==> src/rtl/hpr_pkg.sv <==
package hpr_pkg;
    // Location selected by the low address line in internal mode
    typedef enum logic {
        LOC_INDEX = 1'b0,
        LOC_DATA  = 1'b1
    } hpr_loc_e;

    // Byte phase of a narrow-bus register access
    typedef enum logic {
        PH_LOW  = 1'b0,
        PH_HIGH = 1'b1
    } hpr_phase_e;
endpackage

==> src/rtl/hpr_sync.sv <==
module hpr_sync #(
    parameter int W      = 1,
    parameter int STAGES = 2
) (
    input  logic         clk,
    input  logic         rst_n,
    input  logic [W-1:0] d,
    output logic [W-1:0] q
);
    logic [W-1:0] stg_q [STAGES];

    generate
        for (genvar i = 0; i < STAGES; i++) begin : g_stage
            if (i == 0) begin : g_first
                always_ff @(posedge clk or negedge rst_n) begin
                    if (!rst_n) stg_q[i] <= '0;
                    else        stg_q[i] <= d;
                end
            end else begin : g_next
                always_ff @(posedge clk or negedge rst_n) begin
                    if (!rst_n) stg_q[i] <= '0;
                    else        stg_q[i] <= stg_q[i-1];
                end
            end
        end
    endgenerate

    assign q = stg_q[STAGES-1];
endmodule

==> src/rtl/hpr_lcd_fwd.sv <==
module hpr_lcd_fwd #(
    parameter int DATA_W = 16
) (
    input  logic              fwd_en,
    input  logic              host_cs_n,
    input  logic              host_wr_n,
    input  logic              host_rd_n,
    input  logic              host_a1,
    input  logic [DATA_W-1:0] host_d,
    output logic              lcd_cs_n,
    output logic              lcd_wr_n,
    output logic              lcd_rd_n,
    output logic              lcd_a0,
    output logic [DATA_W-1:0] lcd_d_out,
    output logic              lcd_d_oe
);
    // Transparent path; the LCD side idles high when not forwarding
    always_comb begin
        lcd_cs_n  = fwd_en ? host_cs_n : 1'b1;
        lcd_wr_n  = fwd_en ? host_wr_n : 1'b1;
        lcd_rd_n  = fwd_en ? host_rd_n : 1'b1;
        lcd_a0    = fwd_en ? host_a1   : 1'b0;
        lcd_d_out = fwd_en ? host_d    : '0;
        lcd_d_oe  = fwd_en && !host_cs_n && host_rd_n;
    end
endmodule

==> src/rtl/hpr_core.sv <==
module hpr_core
    import hpr_pkg::*;
#(
    parameter int DATA_W = 16,
    parameter int IDX_W  = 8
) (
    input  logic              clk,
    input  logic              rst_n,
    input  logic              wide,
    input  logic              wr_act_s,
    input  logic              rd_act_s,
    input  logic              a1_s,
    input  logic [DATA_W-1:0] data_s,
    input  logic [DATA_W-1:0] reg_rdata,
    output logic              reg_wr,
    output logic              reg_rd,
    output logic [IDX_W-1:0]  reg_addr,
    output logic [DATA_W-1:0] reg_wdata,
    output logic [DATA_W-1:0] rd_word
);
    localparam int HALF_W = DATA_W / 2;

    typedef struct packed {
        logic [IDX_W-1:0]  idx;
        logic [IDX_W-1:0]  addr;
        hpr_phase_e        phase;
        logic [HALF_W-1:0] lo_byte;
        logic [HALF_W-1:0] hi_hold;
        logic [DATA_W-1:0] snap_data;
        hpr_loc_e          snap_loc;
        logic              wr_prev;
        logic              rd_prev;
        logic              wr;
        logic              rd;
        logic [DATA_W-1:0] wdata;
        logic [DATA_W-1:0] rword;
    } core_st_t;

    core_st_t st_q, st_d;

    logic wr_release;
    logic rd_start;
    logic rd_release;

    always_comb begin
        wr_release = st_q.wr_prev && !wr_act_s;
        rd_start   = rd_act_s && !st_q.rd_prev;
        rd_release = st_q.rd_prev && !rd_act_s;

        st_d         = st_q;
        st_d.wr      = 1'b0;
        st_d.rd      = 1'b0;
        st_d.wr_prev = wr_act_s;
        st_d.rd_prev = rd_act_s;

        // Keep the last bus values seen while the write strobe was active
        if (wr_act_s) begin
            st_d.snap_data = data_s;
            st_d.snap_loc  = hpr_loc_e'(a1_s);
        end

        // Register read data returns in the cycle after the request
        if (st_q.rd) begin
            st_d.rword   = wide ? reg_rdata : {{HALF_W{1'b0}}, reg_rdata[HALF_W-1:0]};
            st_d.hi_hold = reg_rdata[DATA_W-1:HALF_W];
        end

        if (rd_start) begin
            st_d.snap_loc = hpr_loc_e'(a1_s);
            if (hpr_loc_e'(a1_s) == LOC_INDEX) begin
                st_d.rword = DATA_W'(st_q.idx);
            end else if (wide || st_q.phase == PH_LOW) begin
                st_d.rd   = 1'b1;
                st_d.addr = st_q.idx;
            end else begin
                st_d.rword = {{HALF_W{1'b0}}, st_q.hi_hold};
            end
        end

        if (rd_release && st_q.snap_loc == LOC_DATA) begin
            if (wide) begin
                st_d.idx = st_q.idx + IDX_W'(1);
            end else if (st_q.phase == PH_HIGH) begin
                st_d.idx   = st_q.idx + IDX_W'(1);
                st_d.phase = PH_LOW;
            end else begin
                st_d.phase = PH_HIGH;
            end
        end

        if (wr_release) begin
            if (st_q.snap_loc == LOC_INDEX) begin
                st_d.idx   = st_q.snap_data[IDX_W-1:0];
                st_d.phase = PH_LOW;
            end else if (wide) begin
                st_d.wr    = 1'b1;
                st_d.addr  = st_q.idx;
                st_d.wdata = st_q.snap_data;
                st_d.idx   = st_q.idx + IDX_W'(1);
            end else if (st_q.phase == PH_LOW) begin
                st_d.lo_byte = st_q.snap_data[HALF_W-1:0];
                st_d.phase   = PH_HIGH;
            end else begin
                st_d.wr    = 1'b1;
                st_d.addr  = st_q.idx;
                st_d.wdata = {st_q.snap_data[HALF_W-1:0], st_q.lo_byte};
                st_d.idx   = st_q.idx + IDX_W'(1);
                st_d.phase = PH_LOW;
            end
        end
    end

    always_ff @(posedge clk or negedge rst_n) begin
        if (!rst_n) begin
            st_q <= '0;
        end else begin
            st_q <= st_d;
        end
    end

    assign reg_wr    = st_q.wr;
    assign reg_rd    = st_q.rd;
    assign reg_addr  = st_q.addr;
    assign reg_wdata = st_q.wdata;
    assign rd_word   = st_q.rword;
endmodule

==> src/rtl/hpr_port.sv <==
module hpr_port #(
    parameter int DATA_W      = 16,
    parameter int IDX_W       = 8,
    parameter int SYNC_STAGES = 2
) (
    input  logic              clk,
    input  logic              rst_n,
    input  logic              bus_wide,
    input  logic              bus_cs_n,
    input  logic              bus_wr_n,
    input  logic              bus_rd_n,
    input  logic              bus_a1,
    input  logic              bus_a2,
    input  logic [DATA_W-1:0] bus_d_in,
    output logic [DATA_W-1:0] bus_d_out,
    output logic              bus_d_oe,
    output logic              lcd_cs_n,
    output logic              lcd_wr_n,
    output logic              lcd_rd_n,
    output logic              lcd_a0,
    output logic [DATA_W-1:0] lcd_d_out,
    output logic              lcd_d_oe,
    input  logic [DATA_W-1:0] lcd_d_in,
    output logic              reg_wr,
    output logic              reg_rd,
    output logic [IDX_W-1:0]  reg_addr,
    output logic [DATA_W-1:0] reg_wdata,
    input  logic [DATA_W-1:0] reg_rdata
);
    localparam int SYNC_W = DATA_W + 3;

    logic              fwd_en;
    logic              wr_act_raw;
    logic              rd_act_raw;
    logic [SYNC_W-1:0] sync_in;
    logic [SYNC_W-1:0] sync_out;
    logic [DATA_W-1:0] rd_word;

    // Combined strobes: whichever of chip select or write/read pulses
    assign fwd_en     = !bus_a2;
    assign wr_act_raw = bus_a2 && !bus_cs_n && !bus_wr_n;
    assign rd_act_raw = bus_a2 && !bus_cs_n && !bus_rd_n;
    assign sync_in    = {wr_act_raw, rd_act_raw, bus_a1, bus_d_in};

    // Strobes, address and data share one pipeline so they stay aligned
    hpr_sync #(
        .W      (SYNC_W),
        .STAGES (SYNC_STAGES)
    ) u_sync (
        .clk   (clk),
        .rst_n (rst_n),
        .d     (sync_in),
        .q     (sync_out)
    );

    hpr_core #(
        .DATA_W (DATA_W),
        .IDX_W  (IDX_W)
    ) u_core (
        .clk       (clk),
        .rst_n     (rst_n),
        .wide      (bus_wide),
        .wr_act_s  (sync_out[SYNC_W-1]),
        .rd_act_s  (sync_out[SYNC_W-2]),
        .a1_s      (sync_out[SYNC_W-3]),
        .data_s    (sync_out[DATA_W-1:0]),
        .reg_rdata (reg_rdata),
        .reg_wr    (reg_wr),
        .reg_rd    (reg_rd),
        .reg_addr  (reg_addr),
        .reg_wdata (reg_wdata),
        .rd_word   (rd_word)
    );

    hpr_lcd_fwd #(
        .DATA_W (DATA_W)
    ) u_fwd (
        .fwd_en    (fwd_en),
        .host_cs_n (bus_cs_n),
        .host_wr_n (bus_wr_n),
        .host_rd_n (bus_rd_n),
        .host_a1   (bus_a1),
        .host_d    (bus_d_in),
        .lcd_cs_n  (lcd_cs_n),
        .lcd_wr_n  (lcd_wr_n),
        .lcd_rd_n  (lcd_rd_n),
        .lcd_a0    (lcd_a0),
        .lcd_d_out (lcd_d_out),
        .lcd_d_oe  (lcd_d_oe)
    );

    assign bus_d_out = fwd_en ? lcd_d_in : rd_word;
    assign bus_d_oe  = rst_n && !bus_cs_n && !bus_rd_n;
endmodule

==> config.mk <==
export PLATFORM = sky130hd
export DESIGN_NAME = hpr_port
export DESIGN_NICKNAME = d
export VERILOG_FILES = /design/src/rtl/hpr_pkg.sv /design/src/rtl/hpr_sync.sv /design/src/rtl/hpr_lcd_fwd.sv /design/src/rtl/hpr_core.sv /design/src/rtl/hpr_port.sv
export SDC_FILE = /design/constraint.sdc
export NUM_CORES = 1
export LEC_CHECK = 0
export ABC_AREA = 1
export ABC_CLOCK_PERIOD_IN_PS = 1200
export BUFFER_PORTS_ARGS = -buffer_cell sky130_fd_sc_hd__buf_2
export CORE_MARGIN = 3
export CORE_UTILIZATION = 40
export DETAILED_ROUTE_END_ITERATION = 10
export GPL_TIMING_DRIVEN = 1
export PLACE_DENSITY = 0.64
export SLEW_MARGIN = 40
export SYNTH_ARGS = -nofsm -noshare
export SYNTH_HDL_FRONTEND = slang
export SYNTH_SLANG_ARGS = --single-unit
==> constraint.sdc <==
create_clock -name clk -period 1.2 [get_ports clk]
set_input_delay 0.18 -clock clk [delete_from_list [all_inputs] [get_ports clk]]
set_output_delay 0.18 -clock clk [all_outputs]
set_load 0.05 [all_outputs]
==> flow_metrics.tcl <==
set metrics [dict create \
    ctsRootBufferMaster "clkbuf_16" \
    finalWirelength_um 14400 \
    grtUsageTotal 0.197 \
    yosysWarnings 0 \
    ys_seq_elements 124 \
    fmax_mhz 713 \
    fp.dieH_um 123 \
    relSlewSlack 0.744 \
    holdWs_ns 0.0120 \
    register_area_mm2 0.00311 \
    start_util 0.413 \
    critical_path_arrival_ns 1.75 \
    wire_per_inst_um 14.2 \
    crit_family "flip-flops" \
    grt_max_degree 54 \
    final_nets 887 \
    dpl.cell_count 931 \
    slew_viol_final 0 \
    synthToLayoutAreaGrowth_pct 52.2 \
    crit_required_ns 1.55 \
    hpwl_um 9630 \
    final.period_utilization 1.17 \
    cts.sinks 124 \
    setup.worst_path.start_class "flip-flop" \
    cts_htree_levels 4 \
    clk_latency_ns 0.42 \
    nFillCells 1125 \
    cp_cell_sequence "ha_2, inv_2, nand3_4, o21ai_4, clkbuf_16, nor2_4, a21oi_2" \
    cpPeakStageDelay_ns 0.43 \
    core_area_mm2 0.0133 \
    min-delay-start "reg_rdata[10]" \
    cp_num_buf_inv 2 \
    synth_seq_area_share 0.563 \
    max_cap_viol_count 0 \
    grt_pass1_wl_um 23400 \
    failed_checks "setup timing" \
    syn_area_mm2 0.00551 \
    synthesis.nets 699 \
    stdcell_count 1017 \
    cp_max_fo 8 \
    gp_congestion 0.818 \
    r2r_start "u_core.st_q[69]$_DFF_PN0_" \
    min_path_type "input pin to flip-flop" \
    setup_ws_ns -0.203 \
    io_buffers 119 \
    dieArea_mm2 0.0152 \
    worstSetupPathType "flip-flop to flip-flop" \
    setup_viol 63 \
    drc 0 \
    synthCells 640 \
    cp-end-kind "flip-flop" \
    cts_made_buffers 17 \
    rsz0062_at_grt "yes" \
    path_clk_slew_ns 0.05 \
    first_pass_iters 4 \
    cts_buffer_depth 2 \
    slowest_stage "dfrtp_1" \
    p_leak_nw 4.08 \
    rrSetupSlack_ns -0.20 \
    drive_gt1_frac 0.416 \
    postRouteAntennaNets 0 \
    grt.overflow.total 0 \
    antenna_found_initial 0 \
    tritoncts "built" \
    yosysUniqueCellTypes 30 \
    pin_count 120 \
    multi_input_area_mm2 0.00226 \
    crit_start "u_core.st_q[69]$_DFF_PN0_" \
    peakVddDrop_v 0.00112 \
    grt_pass1_vias 4862 \
    finalClockSkew_ns 0.0108 \
    fin_crit_ns 1.40 \
    vias_per_cell 4.72 \
    vias 4797 \
    die_w_um 123 \
    avgSynthCellArea_um2 8.61 \
    drt_iter0_markers 238 \
    p_per_area_mw_per_mm2 2140 \
    worst_pin_slew_ns 0.384 \
    hold_viol 0 \
    num_antenna_cells 0 \
    status "finished with violations" \
    row_count 42 \
]
[worst paths after layout]
check	end	cells past startpoint
min	u_core.st_q[55]$_DFFE_PN0P_	3
min in group asynchronous	u_core.reg_wdata[15]$_DFFE_PN0P_	3
max	u_core.reg_addr[6]$_DFF_PN0_	7
max in group asynchronous	u_core.reg_wdata[12]$_DFFE_PN0P_	4
max reg2reg	u_core.reg_addr[6]$_DFF_PN0_	7
min reg2reg	u_sync.q[1]$_DFF_PN0_	0
[metrics by stage]
step           instance area [µm²]  setup slack [ns]  power [mW]  utilization  setup TNS, ns
6_report                      8390            -0.203        17.9        0.628          -6.51
5_1_grt                       8390            -0.226        18.9        0.628         -10.26
4_1_cts                       7970            -0.116        17.1        0.597          -4.75
3_5_place_dp                  6720            -0.112        11.3        0.503          -3.87
3_3_place_gp                  6720            -0.106        11.2        0.503          -2.18
2_1_floorplan                 5810            -0.186        10.1            -          -2.86
[synthesized netlist by cell type]
library cell	number	area share
inv_2	3	0.0020
buf_2	9	0.0082
o21bai_1	1	0.0014
ha_1	3	0.0068
nor2_4	3	0.0061
nor2_8	1	0.0036
o22ai_1	16	0.018
buf_4	25	0.034
xor2_1	2	0.0032
or2_2	1	0.0011
inv_1	89	0.061
o21ai_0	69	0.063
buf_6	3	0.0061
nor2_1	47	0.032
buf_1	1	0.00068
dfrtp_1	124	0.56
a21oi_2	1	0.0016
clkbuf_1	13	0.0089
nand2_2	1	0.0011
o21ai_4	1	0.0030
o21ai_1	3	0.0027
nor3_1	3	0.0027
nand3_1	14	0.013
xnor2_1	1	0.0016
a31oi_1	17	0.019
a21oi_1	20	0.018
o211ai_1	4	0.0055
nand2_1	162	0.11
clkinv_1	2	0.0014
clkbuf_2	1	0.00091
[routing by layer]
metal / vias up / global-route usage / share of wire
met2: 114 / 0.323 / 0.50
li1: 2379 / - / -
met1: 2286 / 0.259 / 0.44
met4: 0 / 0.0595 / 0.012
met5: - / 0 / 0
met3: 18 / 0.0494 / 0.048
[report_power, final]
part / switching, mW / internal [mW]
combinational: 4.16 / 3.00
sequential: 0.803 / 5.17
clock: 1.87 / 2.90
[placed cells by master, fill, tap and decap left out, drive strengths merged]
cell / count
xor2: 2
inv: 94
dlygate4sd3: 23
clkbuf: 21
buf: 196
nor3: 3
dfrtp: 124
o21ai: 73
xnor2: 1
nor2: 51
o21bai: 1
or2: 1
nand2: 163
clkinvlp: 3
nand3: 14
a21oi: 21
bufinv: 1
o22ai: 16
o211ai: 4
ha: 3
a31oi: 17
clkinv: 9
[cell type report]
type	count	share of cell area
multi-input combinational	370	0.269
timing repair buffer	221	0.222
clock inverter	13	0.0139
tap	176	0.0263
clock buffer	19	0.0528
sequential	124	0.371
inverter	94	0.0451
[worst reg2reg max path, cell delays in order, from the launching register on]
cell and delay, ns:
dfrtp_1 0.43, ha_2 0.24, inv_2 0.10, nand3_4 0.09
o21ai_4 0.12, clkbuf_16 0.21, nor2_4 0.03, a21oi_2 0.10
[timing repair]
item | in CTS | in global routing
buffers inserted | 15 | 14
resized for setup | 137 | 80
setup endpoints to repair | 98 | 99
cloned | 0 | 3
hold buffers | 23 | 0
pin swaps | 25 | 16
hold endpoints to repair | 56 | 0
[kinds of logic after synthesis]
family | Yosys count | share of synthesized area
flip-flops | 124 | 0.563
AND/OR/NAND/NOR | 232 | 0.170
AO/OA/AOI/OAI | 132 | 0.132
XOR/XNOR | 3 | 0.00477
adder cells (fa/ha/maj) | 3 | 0.00681
buffers and inverters | 146 | 0.123
[flip-flops by register name, summed over array words and instances, names as in the netlist]
signal	count
u_core.reg_addr	8
u_core.rd_word	16
u_sync.q	19
u_core.st_q	44
u_core.reg_wdata	16
u_core.reg_wr	1
u_sync.stg_q	19
u_core.reg_rd	1
No activity file was read; power rests on OpenSTA's default activity.
